**config.mk**
```make
export PLATFORM = sky130hd
export DESIGN_NAME = rot_osc
export DESIGN_NICKNAME = d
export VERILOG_FILES = /design/src/rtl/rot_osc_pkg.sv /design/src/rtl/rot_osc_stage.sv /design/src/rtl/rot_osc_phase.sv /design/src/rtl/rot_osc.sv
export SDC_FILE = /design/constraint.sdc
export NUM_CORES = 1
export LEC_CHECK = 0
export BUFFER_PORTS_ARGS = -buffer_cell sky130_fd_sc_hd__buf_2
export CORE_MARGIN = 4
export CORE_UTILIZATION = 40
export DETAILED_ROUTE_END_ITERATION = 8
export SLEW_MARGIN = 20
export SYNTH_ARGS = -nofsm -noshare
export SYNTH_HDL_FRONTEND = slang
export SYNTH_SLANG_ARGS = --single-unit
```
**constraint.sdc**
```tcl
create_clock -name clk -period 3 [get_ports clk]
set_input_delay 0.6 -clock clk [delete_from_list [all_inputs] [get_ports clk]]
set_output_delay 0.6 -clock clk [all_outputs]
set_load 0.005 [all_outputs]
```
**src/rtl/rot_osc_pkg.sv**
```systemverilog
package rot_osc_pkg;

  typedef enum logic [1:0] {
    Q_FIRST  = 2'd0,
    Q_SECOND = 2'd1,
    Q_THIRD  = 2'd2,
    Q_FOURTH = 2'd3
  } quad_e;

  // Phase increment per step, in units of 2^-pw turn. Uses a series for
  // atan(t) with t = 2^-shift; valid for shift >= 1 and pw <= 32.
  function automatic int phase_step(input int shift, input int pw);
    real t;
    real term;
    real acc;
    t    = 1.0 / (2.0 ** shift);
    term = t;
    acc  = 0.0;
    for (int k = 0; k < 64; k++) begin
      if (k % 2 == 0) acc = acc + term / (2.0 * k + 1.0);
      else            acc = acc - term / (2.0 * k + 1.0);
      term = term * t * t;
    end
    return $rtoi(acc / (2.0 * 3.14159265358979323846) * (2.0 ** pw) + 0.5);
  endfunction

endpackage

```
**src/rtl/rot_osc_stage.sv**
```systemverilog
module rot_osc_stage #(
  parameter int W     = 32,
  parameter int SHIFT = 10
) (
  input  logic signed [W-1:0] x_i,
  input  logic signed [W-1:0] y_i,
  output logic signed [W-1:0] x_o,
  output logic signed [W-1:0] y_o
);

  logic signed [W-1:0] x_sh;
  logic signed [W-1:0] y_sh;

  generate
    if (SHIFT >= W) begin : g_full
      assign x_sh = {W{x_i[W-1]}};
      assign y_sh = {W{y_i[W-1]}};
    end else begin : g_wired
      assign x_sh = {{SHIFT{x_i[W-1]}}, x_i[W-1:SHIFT]};
      assign y_sh = {{SHIFT{y_i[W-1]}}, y_i[W-1:SHIFT]};
    end
  endgenerate

  assign x_o = x_i - y_sh;
  assign y_o = y_i + x_sh;

endmodule

```
**src/rtl/rot_osc_phase.sv**
```systemverilog
module rot_osc_phase #(
  parameter int PHASE_W    = 32,
  parameter int STEP       = 1,
  parameter int RELOAD_LEN = 4096,
  parameter int CNT_W      = 13
) (
  input  logic               clk,
  input  logic               rst_n,
  input  logic               load,
  input  logic               adv,
  input  logic [PHASE_W-1:0] init_phase,
  output logic [PHASE_W-1:0] phase_o,
  output logic               wrap_o
);

  localparam logic [CNT_W-1:0]   LAST   = CNT_W'(RELOAD_LEN - 1);
  localparam logic [PHASE_W-1:0] STEP_V = PHASE_W'(STEP);

  logic [PHASE_W-1:0] ph_q;
  logic [PHASE_W-1:0] ph_init_q;
  logic [CNT_W-1:0]   cnt_q;

  assign wrap_o  = adv && (cnt_q == LAST);
  assign phase_o = ph_q;

  always_ff @(posedge clk) begin
    if (!rst_n) begin
      ph_q      <= '0;
      ph_init_q <= '0;
      cnt_q     <= '0;
    end else if (load) begin
      ph_q      <= init_phase;
      ph_init_q <= init_phase;
      cnt_q     <= '0;
    end else if (adv) begin
      if (wrap_o) begin
        ph_q  <= ph_init_q;
        cnt_q <= '0;
      end else begin
        ph_q  <= ph_q + STEP_V;
        cnt_q <= cnt_q + 1'b1;
      end
    end
  end

  a_r6_count_in_range: assert property (@(posedge clk) disable iff (!rst_n)
    cnt_q <= LAST);

  a_r4_phase_holds_idle: assert property (@(posedge clk) disable iff (!rst_n)
    (!adv && !load) |=> $stable(ph_q));

  a_r6_phase_restored: assert property (@(posedge clk) disable iff (!rst_n)
    (wrap_o && !load) |=> (ph_q == $past(ph_init_q) && cnt_q == '0));

endmodule

```
**src/rtl/rot_osc.sv**
```systemverilog
module rot_osc #(
  parameter int W          = 32,
  parameter int SHIFT      = 10,
  parameter int PHASE_W    = 32,
  parameter int RELOAD_LEN = 4096
) (
  input  logic               clk,
  input  logic               rst_n,
  input  logic               load,
  input  logic [W-1:0]       init_x,
  input  logic [W-1:0]       init_y,
  input  logic [PHASE_W-1:0] init_phase,
  output logic               out_valid,
  input  logic               out_ready,
  output logic [W-1:0]       out_x,
  output logic [W-1:0]       out_y,
  output logic [1:0]         out_quad,
  output logic               out_sign
);
  import rot_osc_pkg::*;

  localparam int          STEP  = phase_step(SHIFT, PHASE_W);
  localparam int          CNT_W = $clog2(RELOAD_LEN + 1);
  localparam logic [W-1:0] X_DEF = {2'b01, {(W-2){1'b0}}};

  logic         valid_q;
  logic [W-1:0] x_q, y_q, x_init_q, y_init_q;
  logic [W-1:0] x_nx, y_nx;
  logic [PHASE_W-1:0] phase;
  logic         adv, wrap;
  quad_e        quad;

  assign adv = valid_q && out_ready;

  rot_osc_stage #(.W(W), .SHIFT(SHIFT)) u_stage (
    .x_i (x_q),
    .y_i (y_q),
    .x_o (x_nx),
    .y_o (y_nx)
  );

  rot_osc_phase #(
    .PHASE_W    (PHASE_W),
    .STEP       (STEP),
    .RELOAD_LEN (RELOAD_LEN),
    .CNT_W      (CNT_W)
  ) u_phase (
    .clk        (clk),
    .rst_n      (rst_n),
    .load       (load),
    .adv        (adv),
    .init_phase (init_phase),
    .phase_o    (phase),
    .wrap_o     (wrap)
  );

  always_ff @(posedge clk) begin
    if (!rst_n) begin
      valid_q  <= 1'b0;
      x_q      <= X_DEF;
      y_q      <= '0;
      x_init_q <= X_DEF;
      y_init_q <= '0;
    end else begin
      valid_q <= 1'b1;
      if (load) begin
        x_q      <= init_x;
        y_q      <= init_y;
        x_init_q <= init_x;
        y_init_q <= init_y;
      end else if (wrap) begin
        x_q <= x_init_q;
        y_q <= y_init_q;
      end else if (adv) begin
        x_q <= x_nx;
        y_q <= y_nx;
      end
    end
  end

  assign quad      = quad_e'(phase[PHASE_W-1 -: 2]);
  assign out_valid = valid_q;
  assign out_x     = x_q;
  assign out_y     = y_q;
  assign out_quad  = quad;
  assign out_sign  = (quad == Q_FIRST) || (quad == Q_SECOND);

  a_r9_valid_stays: assert property (@(posedge clk) disable iff (!rst_n)
    out_valid |=> out_valid);

  a_r3_stall_holds: assert property (@(posedge clk) disable iff (!rst_n)
    (out_valid && !out_ready && !load) |=>
      ($stable(out_x) && $stable(out_y) && $stable(out_quad)));

  a_r7_load_captures: assert property (@(posedge clk) disable iff (!rst_n)
    load |=> (out_x == $past(init_x) && out_y == $past(init_y)));

  a_r6_reload_vector: assert property (@(posedge clk) disable iff (!rst_n)
    (wrap && !load) |=> (out_x == $past(x_init_q) && out_y == $past(y_init_q)));

endmodule

```
==> results of run 1 <==
==> flip-flops by register name, summed over array words and instances (netlist names) <==
register,cells
u_phase.phase_o,29
y_init_q,32
u_phase.cnt_q,13
u_phase.ph_init_q,29
out_y,32
out_x,32
x_init_q,32
out_valid,1
==> per-layer routing <==
metal,vias to the layer above,routed length [um],GRT usage (%)
met1,5834,19000,33.5
met3,49,2690,5.17
met4,4,855,6.15
met5,-,34,0
met2,357,18500,38.0
li1,6046,-,-
==> layout by cell type (no fill, tap or decap), types with 13 or more instances in the layout <==
master	netlist	layout
o21ai_0	102	98
o21ai_1	12	15
nand3_1	37	37
nor3_1	15	13
xor2_1	19	19
and3_1	14	14
buf_2	2	163
buf_4	2	116
nand2_1	203	202
a21oi_1	164	162
dfxtp_1	200	196
clkbuf_16	0	17
o211ai_1	30	30
xnor2_1	30	29
a21o_1	33	33
o22ai_1	18	18
nor2_1	164	163
a211oi_1	21	18
nand2b_1	13	13
a311oi_1	14	14
ha_1	64	62
a31oi_1	15	14
mux2i_1	63	63
inv_1	40	39
==> cell usage after synthesis, types with 6 or more instances <==
master / n
a311oi_1: 14
o21ai_0: 102
nand2_1: 203
a22oi_1: 12
inv_1: 40
o21bai_1: 8
and2_1: 9
buf_1: 14
nor3_1: 15
nand4_1: 7
or3_1: 6
o22ai_1: 18
o211ai_1: 30
a21o_1: 33
xor2_1: 19
clkbuf_1: 81
and4_1: 6
nand2b_1: 13
nor2_1: 164
ha_1: 64
nor2b_1: 10
nor4_1: 8
xnor2_1: 30
o21a_1: 12
o21ai_1: 12
a21oi_1: 164
nand3_1: 37
a211oi_1: 21
a31oi_1: 15
o221ai_1: 12
mux2i_1: 63
dfxtp_1: 200
and3_1: 14
==> power breakdown <==
part	switching [mW]	internal [mW]
registers	0.143	2.82
logic	1.19	0.925
clock network	1.21	1.21
total	2.55	4.96
==> kinds of logic after synthesis <==
logic type,count (synthesis),synth area share [%]
flops,200,33.2
buf+inv,140,4.44
fa+ha+maj,66,6.97
xor+xnor,49,3.56
mux,64,5.32
simple gates,511,18.6
compound gates,523,27.9
==> cell type report <==
class	instances	area [sq um]
Clock buffer	18	439
Clock inverter	13	163
Fill cell	2966	14900
Inverter	41	156
Multi-Input combinational cell	1213	7680
Sequential cell	200	4010
Tap cell	390	488
Timing Repair Buffer	288	1860
==> path summary, 6_finish.rpt <==
kind                  end  slack [ns]  cells after the start          from
min              out_x[7]        0.38                      3     init_x[7]
max reg2reg     out_y[26]        0.10                     12      out_y[0]
min reg2reg  x_init_q[30]        0.46                      2  x_init_q[30]
max             out_y[26]        0.10                     12      out_y[0]
==> stage by stage <==
stage | util [%] | TNS (ns) | cells | setup slack (ns) | cell area [sq um]
3_5_place_dp | 47.2 | -0.101 | 2129 | -0.0516 | 14000
5_1_grt | 49.8 | -0.0647 | 2163 | -0.0168 | 14800
4_1_cts | 49.3 | 0 | 2160 | 0.00228 | 14700
6_report | 49.8 | 0 | 2163 | 0.101 | 14800
3_3_place_gp | 47.2 | -0.0746 | 2129 | -0.0388 | 14000
2_1_floorplan | - | 0 | 1553 | 0.0667 | 12100
==> what timing repair did <==
item,CTS,global route
buffers inserted,0,3
endpoints found under the hold margin,0,0
pin swaps,6,15
setup endpoints to repair,6,23
gates resized for setup,5,26
==> worst register-to-register path, stage by stage (launching register included) <==
cell,delay (ns)
dfxtp_2,0.34
ha_4,0.16
fa_2,0.37
a211oi_4,0.33
nor4_4,0.07
o21ai_2,0.22
a21oi_4,0.10
o41ai_4,0.27
a21oi_2,0.12
a311o_1,0.44
buf_4,0.18
xnor2_2,0.12
a31oi_1,0.13
==> impl_metrics.env, run 1 <==
export IMPL_path_buf_inv=1
export IMPL_synth_cell_types=78
export IMPL_grt_pass1_wl_um=63800
export IMPL_cts_buffers=17
export IMPL_yosysTopAreaCell="dfxtp_1"
export IMPL_die_w_um=182
export IMPL_synthesis_area_sq_um=12100
export IMPL_start_util_pct=40.6
export IMPL_synth_edf_count=0
export IMPL_viasPerCell=5.68
export IMPL_vias=12290
export IMPL_worst_clock_skew_ns=0.0160
export IMPL_tightest_slew_ns=0.732
export IMPL_synth_area_per_cell_sq_um=7.77
export IMPL_syn2layout_area_growth_pct=22.7
export IMPL_ys_seq_elements=200
export IMPL_yosysWarnings=0
export IMPL_path_max_fanout=4
export IMPL_grt_use_total_pct=24.1
export IMPL_period_share_pct=96.6
export IMPL_drive_above_1_share_pct=20.5
export IMPL_drtAntennaViolNets=0
export IMPL_port_buffers=164
export IMPL_synth_area_leaders="dfxtp_1 (33%), a21oi_1 (6.8%), ha_1 (6.6%)"
export IMPL_cts_sinks=200
export IMPL_synth_top_area_share_pct=33.2
export IMPL_synth_cells=1553
export IMPL_fin_crit_ns=2.90
export IMPL_cts_root_buf="clkbuf_16"
export IMPL_cp_slowest_stage_delay_ns=0.44
export IMPL_async_reset_ff_share_pct=0
export IMPL_clkTransAtPathRegs_ns=0.08
export IMPL_cp_required_ns=3.38
export IMPL_status="finished, final reports clean"
export IMPL_core_sq_um=29700
export IMPL_crit_family="compound AO/OA/AOI/OAI gates"
export IMPL_drv_cap=0
export IMPL_antenna_cells=0
export IMPL_grt_setup_unrepaired="true"
export IMPL_finalMaxSlewViolations=0
export IMPL_hold_slack_ns=0.382
export IMPL_grt_overflow=0
export IMPL_htreeDepth=4
export IMPL_crit_chain="ha_4 -> fa_2 -> a211oi_4 -> nor4_4 -> o21ai_2 -> a21oi_4 -> o41ai_4 -> a21oi_2 -> a311o_1 -> buf_4 -> xnor2_2 -> a31oi_1"
export IMPL_hp_class="in2reg"
export IMPL_synthFlopType="dfxtp_1"
export IMPL_drc=0
export IMPL_setup_viol_count_final=0
export IMPL_cp_arrival_ns=3.28
export IMPL_synthesis_nets=1719
export IMPL_yosysSeqAreaShare_pct=33.2
export IMPL_cts_tree="yes"
export IMPL_fin_nets=1927
export IMPL_p_per_area_nw_per_um2=507
export IMPL_critical_path_class="reg2reg"
export IMPL_place_gp_congestion=0.933
export IMPL_dieHeight_um=182
export IMPL_crit_path_top_delay_cell="a311o_1"
export IMPL_cts_hold_buf=0
export IMPL_std_cell_rows=63
export IMPL_drt_iter0_drc=977
export IMPL_route_detailed_wl_per_inst_um=19.0
export IMPL_grt_start_max_net_pins=142
export IMPL_clockBufferDepth=2
export IMPL_leakage_nw=6.56
export IMPL_firstDrtPassIters=5
export IMPL_relSlewSlack_pct=51.0
export IMPL_hold_viol=0
export IMPL_die_area_sq_um=33000
export IMPL_io_pins=168
export IMPL_routed_wl_um=41100
export IMPL_total_power_mw=7.50
export IMPL_first_global_vias=11425
export IMPL_dp_hpwl_um=29600
export IMPL_clock_latency_ns=0.46
export IMPL_timing_fmax_ghz=0.345
export IMPL_antenna_found_initial=3
export IMPL_max_vdd_ir_drop_uv=423
export IMPL_crit_path_end_kind="flip-flop"
export IMPL_startpoint_type="flip-flop"
Power figures use the tool's default switching activity.
==> run 2, diff against run 1 <==
==> constraint.sdc (replaced) <==
create_clock -name clk -period 3 [get_ports clk]
set_input_delay 0.45 -clock clk [delete_from_list [all_inputs] [get_ports clk]]
set_output_delay 0.45 -clock clk [all_outputs]
set_load 0.005 [all_outputs]
==> run 2 against run 1 <==
- hold slack got worse by 0.14 ns
- utilization fell by 0.23 points
- the run now ends with setup timing left
- register-to-register slack got worse by 0.14 ns
- combinational power barely moved
- final cell count fell by 0.51%
- sequential cell count did not move
- largest power group unchanged
- count of clock-buffer cells in the layout did not move
- non-clock buffer count fell by 12
- via count barely moved
- first-iteration DRC count rose by 6.7%
- sequential share of layout area rose by 0.15 points
- final area fell by 0.46%
==> impl_metrics.env, run 2 (synthesis results as in run 1) <==
export IMPL_antenna_found_initial=1
export IMPL_core_sq_um=29700
export IMPL_drt_iter0_drc=1042
export IMPL_crit_chain="ha_4 -> fa_2 -> a211oi_4 -> nor4_4 -> o21ai_2 -> a21oi_2 -> o41ai_4 -> a21oi_2 -> a311o_2 -> a21o_1 -> a221oi_2"
export IMPL_die_area_sq_um=33000
export IMPL_violations="setup timing"
export IMPL_crit_path_top_delay_cell="a311o_2"
export IMPL_final_cell_mix="nand2_1 (201), dfxtp_1 (193), buf_2 (163), nor2_1 (162), a21oi_1 (160)"
export IMPL_fin_crit_ns=3.04
export IMPL_clockBufferDepth=2
export IMPL_vias=12301
export IMPL_clkTransAtPathRegs_ns=0.08
export IMPL_dieHeight_um=182
export IMPL_hold_slack_ns=0.238
export IMPL_worst_clock_skew_ns=0.0148
export IMPL_cp_slowest_stage_delay_ns=0.47
export IMPL_die_w_um=182
export IMPL_grt_setup_unrepaired="true"
export IMPL_viasPerCell=5.72
export IMPL_critical_path_class="reg2reg"
export IMPL_start_util_pct=40.6
export IMPL_path_max_fanout=5
export IMPL_cts_root_buf="clkbuf_16"
export IMPL_dp_hpwl_um=29700
export IMPL_period_share_pct=101
export IMPL_grt_start_max_net_pins=99
export IMPL_fin_nets=1915
export IMPL_path_common_cell="a21oi_2"
export IMPL_hp_class="in2reg"
export IMPL_cp_required_ns=3.37
export IMPL_numPlacedInstances=2115
export IMPL_leakage_nw=6.52
export IMPL_drv_cap=0
export IMPL_syn2layout_area_growth_pct=22.1
export IMPL_relSlewSlack_pct=45.2
export IMPL_drive_above_1_share_pct=20.8
export IMPL_cp_arrival_ns=3.40
export IMPL_drtAntennaViolNets=0
export IMPL_antenna_cells=0
export IMPL_p_per_area_nw_per_um2=508
export IMPL_max_vdd_ir_drop_uv=361
export IMPL_route_detailed_wl_per_inst_um=19.1
export IMPL_timing_fmax_ghz=0.329
export IMPL_cts_tree="yes"
export IMPL_n_fill_cell=2905
export IMPL_finalSetupTns_ns=-0.0645
export IMPL_setup_viol_count_final=2
export IMPL_status="finished, violations left"
export IMPL_firstDrtPassIters=5
export IMPL_drc=0
export IMPL_cts_buffers=17
export IMPL_crit_path_end_kind="flip-flop"
export IMPL_std_cell_rows=63
export IMPL_finalMaxSlewViolations=0
export IMPL_final_cells=2152
export IMPL_clock_latency_ns=0.45
export IMPL_grt_overflow=0
export IMPL_port_buffers=164
export IMPL_cts_hold_buf=0
export IMPL_first_global_vias=11458
export IMPL_grt_pass1_wl_um=64200
export IMPL_layout_commonest_cell="nand2_1"
export IMPL_startpoint_type="flip-flop"
export IMPL_setup_slack_ns=-0.0358
export IMPL_cts_sinks=200
export IMPL_htreeDepth=4
export IMPL_hold_viol=0
export IMPL_io_pins=168
export IMPL_tightest_slew_ns=0.821
export IMPL_grt_use_total_pct=24.1
export IMPL_place_gp_congestion=0.951
export IMPL_routed_wl_um=41200
[run 2: cell count changes in the layout (fill, tap and decap cells not counted), sizes merged]
cell | previous run | this run
inv | 46 | 47
clkinv | 5 | 6
buf | 288 | 276
clkinvlp | 2 | 1
[run 2: layout make-up]
class                           instances  area [sq um]  share of cell area, %
Tap cell                              390           488                   3.31
Sequential cell                       200          4010                   27.2
Clock buffer                           18           429                   2.91
Clock inverter                         14           159                   1.08
Multi-Input combinational cell       1213          7740                   52.6
Inverter                               41           156                   1.06
Timing Repair Buffer                  276          1740                   11.8
[run 2: repair_timing]
action,in CTS,in global routing
buffers inserted,0,5
resized for setup,5,41
pin swaps,2,21
endpoints found under the setup margin,4,24
hold endpoints to repair,0,0
[run 2: worst paths after layout]
path          startpoint  cells past startpoint  slack, ns           to
max             out_y[0]                     11      -0.04    out_y[28]
min            init_x[9]                      3       0.24     out_x[9]
max reg2reg     out_y[0]                     11      -0.04    out_y[28]
min reg2reg  x_init_q[6]                      2       0.47  x_init_q[6]
[run 2: per-layer routing]
| layer | vias up | track usage, % | share of wire, % |
|---|---|---|---|
| li1 | 6019 | - | - |
| met2 | 382 | 37.0 | 44 |
| met4 | 2 | 8.38 | 3.2 |
| met5 | - | 0 | 0.024 |
| met1 | 5838 | 33.9 | 46 |
| met3 | 60 | 4.75 | 6.3 |
[run 2: worst max-delay path: cells and delay by family (launching register included)]
kind,cells,cell delay [ns]
AO/OA/AOI/OAI,8,1.97
AND/OR/NAND/NOR,1,0.07
adder cells (fa/ha/maj),2,0.58
flip-flops,1,0.34
[run 2: metrics by stage]
stage                     power (mW)  setup slack (ns)  utilization [%]  cell area, sq um
after floorplan                 4.30            0.0667                -             12100
after global placement          5.02           -0.0505             46.8             13900
after detailed placement        5.04           -0.0990             46.8             13900
after CTS                       7.43            0.0213             48.8             14500
after global routing            7.84            -0.173             49.6             14700
final                           7.48           -0.0358             49.6             14700
[run 2: power breakdown]
part / leakage, nW / internal [mW] / switching, mW / total [mW]
registers: 1.65 / 2.82 / 0.147 / 2.97
clock network: 0.287 / 1.19 / 1.20 / 2.39
logic: 4.58 / 0.914 / 1.20 / 2.12
total: 6.52 / 4.93 / 2.55 / 7.48
==> run 3, diff against run 2 <==
--- a/config.mk
+++ b/config.mk
@@ -9,6 +9,7 @@
 export CORE_MARGIN = 4
 export CORE_UTILIZATION = 40
 export DETAILED_ROUTE_END_ITERATION = 8
+export GPL_TIMING_DRIVEN = 0
 export SLEW_MARGIN = 20
 export SYNTH_ARGS = -nofsm -noshare
 export SYNTH_HDL_FRONTEND = slang
==> run 3 against run 2 <==
- the run now ends clean
- hold slack got worse by 0.050 ns
- final cell count barely moved
- global-route usage rose by 6.3 points
- setup slack improved by 0.041 ns
- first-iteration DRC count rose by 67%
- utilization fell by 0.84 points
- sequential share of layout area rose by 0.64 points
- combinational power barely moved
- critical path depth rose by 1
- clock power barely moved
- highest routed layer unchanged
==> impl_metrics.env, run 3 (synthesis results as in run 1) <==
export IMPL_antenna_found_initial=1
export IMPL_grt_pass1_wl_um=76800
export IMPL_period_share_pct=99.8
export IMPL_htreeDepth=4
export IMPL_port_buffers=163
export IMPL_syn2layout_area_growth_pct=20.0
export IMPL_clockBufferDepth=2
export IMPL_status="finished, final reports clean"
export IMPL_place_gp_congestion=0.963
export IMPL_std_cell_rows=63
export IMPL_first_global_vias=12442
export IMPL_startpoint_type="flip-flop"
export IMPL_grt_setup_unrepaired="true"
export IMPL_clock_latency_ns=0.45
export IMPL_cts_sinks=200
export IMPL_routed_wl_um=52600
export IMPL_core_sq_um=29700
export IMPL_cp_required_ns=3.38
export IMPL_dieHeight_um=182
export IMPL_cts_root_buf="clkbuf_16"
export IMPL_route_detailed_wl_per_inst_um=24.5
export IMPL_cts_buffers=17
export IMPL_hp_class="in2reg"
export IMPL_timing_fmax_ghz=0.334
export IMPL_cp_arrival_ns=3.37
export IMPL_drt_iter0_drc=1743
export IMPL_drv_cap=0
export IMPL_setup_slack_ns=0.00504
export IMPL_viasPerCell=6.19
export IMPL_n_fill_cell=2992
export IMPL_hold_viol=0
export IMPL_grt_start_max_net_pins=21
export IMPL_fin_crit_ns=2.99
export IMPL_p_per_area_nw_per_um2=518
export IMPL_tightest_slew_ns=1.11
export IMPL_layout_commonest_cell="nand2_1"
export IMPL_die_area_sq_um=33000
export IMPL_grt_use_total_pct=30.5
export IMPL_post_place_ws_ns=-1.11
export IMPL_drtAntennaViolNets=0
export IMPL_post_dp_cell_area_sq_um=13400
export IMPL_drive_above_1_share_pct=18.1
export IMPL_start_util_pct=40.6
export IMPL_vias=13317
export IMPL_dp_hpwl_um=39100
export IMPL_finalMaxSlewViolations=0
export IMPL_fin_nets=1913
export IMPL_leakage_nw=6.20
export IMPL_grt_overflow=0
export IMPL_path_max_fanout=5
export IMPL_final_util_pct=48.7
export IMPL_critical_path_class="reg2reg"
export IMPL_final_area_sq_um=14500
export IMPL_setup_viol_count_final=0
export IMPL_firstDrtPassIters=6
export IMPL_die_w_um=182
export IMPL_relSlewSlack_pct=26.1
export IMPL_max_vdd_ir_drop_uv=309
export IMPL_io_pins=168
export IMPL_clkTransAtPathRegs_ns=0.09
export IMPL_worst_clock_skew_ns=0.0122
export IMPL_final_cell_mix="nand2_1 (200), dfxtp_1 (177), buf_2 (169), a21oi_1 (162), nor2_1 (160)"
export IMPL_crit_path_end_kind="flip-flop"
export IMPL_cts_tree="yes"
export IMPL_drc=0
export IMPL_finalSetupTns_ns=0
==> run 3: what timing repair did <==
item	CTS	global route
buffers inserted	10	6
hold endpoints to repair	0	0
setup endpoints to repair	84	88
gates resized for setup	62	70
gates cloned	0	0
pin swaps	18	13
hold buffers	0	0
==> run 3: path summary, 6_finish.rpt <==
kind | from | end | slack (ns) | cells after the start
min reg2reg | x_init_q[30] | x_init_q[30] | 0.47 | 2
max reg2reg | out_y[20] | out_x[28] | 0.005 | 12
max | out_y[20] | out_x[28] | 0.005 | 12
min | rst_n | out_valid | 0.19 | 1
==> run 3: through the flow <==
step | power (mW) | std cells | hold WS [ns]
2_1_floorplan | 4.30 | 1553 | 0.430
4_1_cts | 7.37 | 2146 | 0.180
3_3_place_gp | 4.98 | 2106 | 0.441
5_1_grt | 7.80 | 2150 | 0.173
6_report | 7.50 | 2151 | 0.188
3_5_place_dp | 4.99 | 2106 | 0.448
==> run 3: per-layer routing <==
metal / up-vias / track usage, % / part of all wire (%)
met2: 841 / 46.7 / 44
met4: 2 / 14.4 / 4.9
met1: 6306 / 41.3 / 41
met5: - / 0 / 0.036
met3: 165 / 5.99 / 11
li1: 6003 / - / -
==> run 3: power breakdown <==
group / internal, mW / switching, mW
clock: 1.12 / 1.25
sequential: 2.83 / 0.201
combinational: 0.834 / 1.27
total: 4.78 / 2.72
==> run 3: final cells by class <==
class,count,area (sq um),area share (%)
Tap cell,390,488,3.37
Antenna cell,1,2.50,0.0173
Inverter,41,154,1.06
Timing Repair Buffer,179,936,6.46
Buffer,95,399,2.76
Clock buffer,18,429,2.96
Clock inverter,14,154,1.06
Multi-Input combinational cell,1213,7880,54.4
Sequential cell,200,4040,27.9
==> run 3: worst max-delay path, stage by stage, from the launching register on <==
cell and delay [ns]:
dfxtp_1 0.47, inv_1 0.12, ha_1 0.39, and4_1 0.26, and2_1 0.21, o211ai_1 0.11
buf_4 0.17, a21oi_4 0.18, o21ai_0 0.14, a32oi_1 0.29, xor2_1 0.35, nand2_1 0.09
a21oi_1 0.15
